### config.mk
export PLATFORM = sky130hd
export DESIGN_NAME = led_override_blinker
export DESIGN_NICKNAME = d
export VERILOG_FILES = /design/src/rtl/led_blink_pkg.sv /design/src/rtl/led_timebase.sv /design/src/rtl/led_commit_fsm.sv /design/src/rtl/led_src_mux.sv /design/src/rtl/led_override_blinker.sv
export SDC_FILE = /design/constraint.sdc
export NUM_CORES = 1
export LEC_CHECK = 0
export CAP_MARGIN = 25
export CORE_MARGIN = 2
export CORE_UTILIZATION = 30
export DETAILED_ROUTE_END_ITERATION = 8
export HOLD_SLACK_MARGIN = 0.02
export PLACE_DENSITY_LB_ADDON = 0.3
export REMOVE_ABC_BUFFERS = 1
export SETUP_SLACK_MARGIN = 0.5
export SLEW_MARGIN = 10
export SYNTH_ARGS = -nofsm -noshare
export SYNTH_HDL_FRONTEND = slang
export SYNTH_SLANG_ARGS = --single-unit
### constraint.sdc
create_clock -name clk -period 4.5 [get_ports clk]
set_input_delay 0.9 -clock clk [delete_from_list [all_inputs] [get_ports clk]]
set_output_delay 0.9 -clock clk [all_outputs]
set_load 0.01 [all_outputs]
### src/rtl/led_blink_pkg.sv
package led_blink_pkg;
    localparam int LEDS_PER_PORT = 6;
    localparam int CODE_W        = 3;
    localparam int WORD_W        = LEDS_PER_PORT * CODE_W;
    localparam int TB_W          = 11;
    localparam int RATE_BASE     = 4;

    typedef enum logic [2:0] {
        K_CODE   = 3'd0,
        K_SWEN   = 3'd1,
        K_OUTEN  = 3'd2,
        K_SYS    = 3'd3,
        K_COMMIT = 3'd4
    } wr_kind_e;

    typedef enum logic {
        CM_IDLE = 1'b0,
        CM_LOAD = 1'b1
    } commit_state_e;

    function automatic logic code_level(input logic [CODE_W-1:0] code,
                                        input logic [TB_W-1:0]   cnt);
        logic lvl;
        case (code)
            3'd0:    lvl = 1'b0;
            3'd7:    lvl = 1'b1;
            default: lvl = cnt[int'(code) + RATE_BASE];
        endcase
        return lvl;
    endfunction

    function automatic logic sys_level(input logic            en,
                                       input logic [1:0]      mode,
                                       input logic [TB_W-1:0] cnt);
        logic lvl;
        case (mode)
            2'd0:    lvl = 1'b0;
            2'd1:    lvl = cnt[5];
            2'd2:    lvl = cnt[9];
            default: lvl = 1'b1;
        endcase
        return en & lvl;
    endfunction
endpackage

### src/rtl/led_timebase.sv
module led_timebase
    import led_blink_pkg::*;
(
    input  logic            clk,
    input  logic            rst_n,
    input  logic            tick,
    output logic [TB_W-1:0] cnt
);
    always_ff @(posedge clk) begin
        if (!rst_n)
            cnt <= '0;
        else if (tick)
            cnt <= cnt + 1'b1;
    end


    frozen_without_tick_chk: assert property (@(posedge clk) disable iff (!rst_n)
        !tick |=> $stable(cnt));


    moves_on_tick_chk: assert property (@(posedge clk) disable iff (!rst_n)
        tick |=> cnt != $past(cnt));
endmodule

### src/rtl/led_commit_fsm.sv
module led_commit_fsm
    import led_blink_pkg::*;
(
    input  logic clk,
    input  logic rst_n,
    input  logic req,
    output logic load,
    output logic busy
);
    commit_state_e state, state_nx;

    always_comb begin
        state_nx = state;
        unique case (state)
            CM_IDLE: if (req) state_nx = CM_LOAD;
            CM_LOAD: state_nx = CM_IDLE;
        endcase
    end

    always_ff @(posedge clk) begin
        if (!rst_n)
            state <= CM_IDLE;
        else
            state <= state_nx;
    end

    always_comb begin
        load = 1'b0;
        busy = 1'b0;
        unique case (state)
            CM_IDLE: ;
            CM_LOAD: begin
                load = 1'b1;
                busy = 1'b1;
            end
        endcase
    end


    busy_one_cycle_chk: assert property (@(posedge clk) disable iff (!rst_n)
        busy |=> !busy);


    req_starts_load_chk: assert property (@(posedge clk) disable iff (!rst_n)
        (req && !busy) |=> busy);
endmodule

### src/rtl/led_src_mux.sv
module led_src_mux
    import led_blink_pkg::*;
(
    input  logic [CODE_W-1:0] code,
    input  logic [TB_W-1:0]   cnt,
    input  logic              auto_i,
    input  logic              sw_sel,
    input  logic              out_en,
    output logic              led
);
    always_comb begin
        if (!out_en)
            led = 1'b0;
        else if (sw_sel)
            led = code_level(code, cnt);
        else
            led = auto_i;
    end
endmodule

### src/rtl/led_override_blinker.sv
module led_override_blinker
    import led_blink_pkg::*;
#(
    parameter int NUM_PORTS = 4,
    parameter int PORT_W    = (NUM_PORTS > 1) ? $clog2(NUM_PORTS) : 1
) (
    input  logic                           clk,
    input  logic                           rst_n,
    input  logic                           tick_1ms,
    input  logic                           wr_en,
    input  logic [2:0]                     wr_kind,
    input  logic [PORT_W-1:0]              wr_port,
    input  logic [WORD_W-1:0]              wr_data,
    input  logic [NUM_PORTS*LEDS_PER_PORT-1:0] auto_led_i,
    output logic [NUM_PORTS*LEDS_PER_PORT-1:0] led_o,
    output logic                           sys_led_o,
    output logic                           commit_busy_o
);
    localparam int LED_N = NUM_PORTS * LEDS_PER_PORT;

    logic [NUM_PORTS-1:0][WORD_W-1:0]        staged_q;
    logic [NUM_PORTS-1:0][WORD_W-1:0]        active_q;
    logic [NUM_PORTS-1:0][LEDS_PER_PORT-1:0] swen_q;
    logic [NUM_PORTS-1:0][LEDS_PER_PORT-1:0] outen_q;
    logic                                    sys_en_q;
    logic [1:0]                              sys_mode_q;
    logic [TB_W-1:0]                         cnt;
    logic                                    port_ok;
    logic                                    commit_req;
    logic                                    load;
    logic [LED_N-1:0]                        outen_flat;

    assign port_ok    = (int'(wr_port) < NUM_PORTS);
    assign commit_req = wr_en && (wr_kind == K_COMMIT) && wr_data[0];
    assign outen_flat = outen_q;

    led_timebase u_tb (
        .clk   (clk),
        .rst_n (rst_n),
        .tick  (tick_1ms),
        .cnt   (cnt)
    );

    led_commit_fsm u_commit (
        .clk   (clk),
        .rst_n (rst_n),
        .req   (commit_req),
        .load  (load),
        .busy  (commit_busy_o)
    );

    always_ff @(posedge clk) begin
        if (!rst_n) begin
            staged_q   <= '0;
            swen_q     <= '0;
            outen_q    <= '0;
            sys_en_q   <= 1'b0;
            sys_mode_q <= 2'd0;
        end else if (wr_en) begin
            case (wr_kind)
                K_CODE:  if (port_ok) staged_q[wr_port] <= wr_data;
                K_SWEN:  if (port_ok) swen_q[wr_port]   <= wr_data[LEDS_PER_PORT-1:0];
                K_OUTEN: if (port_ok) outen_q[wr_port]  <= wr_data[LEDS_PER_PORT-1:0];
                K_SYS: begin
                    sys_en_q   <= wr_data[0];
                    sys_mode_q <= wr_data[2:1];
                end
                default: ;
            endcase
        end
    end

    always_ff @(posedge clk) begin
        if (!rst_n)
            active_q <= '0;
        else if (load)
            active_q <= staged_q;
    end

    for (genvar p = 0; p < NUM_PORTS; p++) begin : g_port
        for (genvar j = 0; j < LEDS_PER_PORT; j++) begin : g_led
            led_src_mux u_mux (
                .code   (active_q[p][j*CODE_W +: CODE_W]),
                .cnt    (cnt),
                .auto_i (auto_led_i[p*LEDS_PER_PORT + j]),
                .sw_sel (swen_q[p][j]),
                .out_en (outen_q[p][j]),
                .led    (led_o[p*LEDS_PER_PORT + j])
            );
        end
    end

    assign sys_led_o = sys_level(sys_en_q, sys_mode_q, cnt);


    gated_off_chk: assert property (@(posedge clk) disable iff (!rst_n)
        (led_o & ~outen_flat) == '0);


    active_hold_chk: assert property (@(posedge clk) disable iff (!rst_n)
        !commit_busy_o |=> $stable(active_q));


    sys_off_chk: assert property (@(posedge clk) disable iff (!rst_n)
        !sys_en_q |-> !sys_led_o);
endmodule

==> results.md <==
- Share of synthesized area occupied by flip-flops and latches: 42.32%
- Sort of element at the end of the critical path: output port
- Vert. Die Dim: about 180 µm
- DR WL/cell: 19.93 µm
- Minimum clock period: 3.833 ns
- Most common library cell in the layout ignoring fill and taps: sky130_fd_sc_hd__dfxtp_1
- Worst-skew pair later-pin latency: 0.50 ns
- Average cell area after synthesis: about 8.8 µm²
- Core region area: 0.03237 mm²
- Clk buf depth: 3
- Number of max-capacitance violations reported: 0
- Initial drt markers: 824
- Detail Route Antenna Nets: 0
- Residual DRC count: 0
- Max-slew headroom at the worst pin: around 37%
- Remaining global-route overflow: 0
- Standard-cell rows: 66
- Root buffer cell: sky130_fd_sc_hd__clkbuf_16
- TritonCTS buffer count: 23
- Most frequent cells in the layout: 205 x sky130_fd_sc_hd__dfxtp_1, 125 x sky130_fd_sc_hd__nand3_1, 124 x sky130_fd_sc_hd__a21oi_1
- Clock Sink Count: 207
- Post-CTS Hold Buffers: 0
- I/O pin total: between 70 and 80
- Max Slew Vio Count: 0
- Share of the clock period used by the worst path: a little under nine tenths
- Count of buffers from port buffering: 76
- Number of global-route vias before repair: 8,071
- H-Tree Depth: 1
- Die Area: around 0.034 mm²
- Most frequently used flop master after synthesis: sky130_fd_sc_hd__dfxtp_1
- Total Negative Setup Slacks: 0 ns
- Clock-pin slew on the worst setup and hold paths: 0.06 ns
- Number of diodes: 0
- Final net count: between 1,000 and 1,500
- HPWL after detailed placement: 17.72 mm
- TritonCTS clock tree: done
- Detailed-router iteration count before antenna repair: 5
- Wire length of the first global-routing pass: around 50 mm
- Layout area overhead: 16.47%
- Run status: complete, no violations
- Type of the most critical hold path: register to register
- Post-CTS sizing: 0
- Post-Syn Instances: 1,117
- Largest fanout of any net on the critical path: 13
- Startpoint-to-endpoint class of the critical path: register to output port
- F_max: 260.9 MHz
- Worst Tran Pin Value: ~0.95 ns
- Arrival @ worst endpoint: roughly 2.9 ns
- Netlist Area Pre-Place: 0.009792 mm²
- Effective utilization at floorplan: 30.25%
- Pwr dens: 344.4 mW/mm²
- Type of origin of the critical path: register
- Unrepaired setup endpoints after global routing: false
- Initial antenna violation count: 0
- Total Power Consumption: between 3000 and 4000 µW
- Global-route usage over all layers: a little under a fifth
- Fraction of registers with async set/reset: 0%
- Pin count of the biggest net entering global routing: 93
- Share of layout cells above drive strength 1: 9.902%
- Required time at the endpoint of the critical path: 3.60 ns
- Vias after detailed routing: 8,590
- Width of the die: 184.7 µm
- Count of final hold-check violations: 0
- FF+latch count, synth: 207
- Number of flops mapped to enable cells by yosys: 0
- Via density per instance: 5.496
- Peak ir drop on the vdd network: 0.0002389 V
- Post-synth cell types: 49
- Final Wtd Congestion: 0.7445
- Routed Wire Length: about 31 mm
- Setup Skew: 0.01024 ns
- Reported leakage power: about 0.0035 µW
- # setup viols final: 0
- Yosys warning total: 0
- Post-CTS Setup Inserts: 0
==> report_power, final <==
part,leakage (µW),internal [µW],switching [µW]
Sequential,0.00167,1840,8.69
Clock,0.000355,1130,731
Combinational,0.00145,68.4,151
Total,0.00347,3040,891
==> worst max-delay path, cell delays in order (launching register included) <==
cell	delay, ns
sky130_fd_sc_hd__dfxtp_1	0.70
sky130_fd_sc_hd__buf_4	0.35
sky130_fd_sc_hd__nor3_1	0.07
sky130_fd_sc_hd__a31o_2	0.21
sky130_fd_sc_hd__o41ai_1	0.46
sky130_fd_sc_hd__clkdlybuf4s50_1	0.63
==> cells in the mapped netlist (all sizes together) (3+ instances only) <==
master,count,share of area (%)
nand2,9,0.34
o31ai,17,1.3
a211oi,4,0.31
xor2,3,0.27
a221oi,20,1.8
mux2,24,2.8
nor4bb,19,1.9
mux2i,76,7.8
o41ai,11,0.98
nand3b,24,1.8
nor3,4,0.20
nand4,3,0.34
buf,64,4.1
inv,3,0.11
a21oi,124,6.3
nor2,96,3.7
a31o,19,1.7
o21ai,123,6.3
and3b,8,0.72
dfxtp,207,42
and4bb,7,0.89
nor2b,22,1.4
o311ai,22,2.0
nand2b,3,0.19
clkbuf,63,2.4
nand3,125,6.4
==> cells by family after synthesis <==
family | count (synthesis) | share of synthesized area [%]
flip-flops | 207 | 42.32
XOR/XNOR | 4 | 0.3578
AND/OR/NAND/NOR | 334 | 19.26
buffers and inverters | 130 | 6.657
adder cells (fa/ha/maj) | 1 | 0.1278
multiplexers | 100 | 10.53
AO/OA/AOI/OAI | 341 | 20.75
==> layout make-up <==
class | instances | area, µm²
tap | 442 | 553.0
clock buffer | 34 | 666.9
inverter | 3 | 16.27
clock inverter | 2 | 60.06
multi-input combinational | 780 | 5031
timing repair buffer | 95 | 928.4
sequential | 207 | 4149
fill | 3338 | 20970
==> path summary, 6_finish.rpt <==
| path | slack [ns] | start | endpoint | cells after the start |
|---|---|---|---|---|
| setup / recovery | 0.67 | u_tb.cnt[8] | led_o[15] | 5 |
| hold / removal | 0.48 | staged_q[40] | staged_q[40] | 2 |
| setup reg to reg | 2.47 | u_commit.state | active_q[11] | 3 |
| hold reg to reg | 0.48 | staged_q[40] | staged_q[40] | 2 |
==> state kept, by name, summed over array words and instances, names as in the netlist <==
name            cells
active_q           72
outen_flat         24
staged_q           72
swen_q             24
sys_en_q            1
sys_mode_q          2
u_commit.state      1
u_tb.cnt           11
==> routing by layer <==
layer | vias up | share of wire (%) | global-route usage, %
met2 | 234 | 46 | 29.44
met5 | - | 0 | 0
met3 | 40 | 5.6 | 2.430
met4 | 0 | 1.5 | 3.778
li1 | 4093 | - | -
met1 | 4223 | 47 | 25.75
==> through the flow <==
stage	std cells	instance area, µm²	hold slack (ns)	setup slack, ns	util [%]
detailed placement	1527	10680	0.4662	1.256	32.99
floorplan	990	9151	0.4535	1.015	-
CTS	1563	11400	0.4741	0.6988	35.23
global route	1563	11400	0.4980	0.6239	35.23
global placement	1527	10680	0.4617	1.233	32.99
finish	1563	11400	0.4757	0.6671	35.23
(Power assumes the default switching activity.)
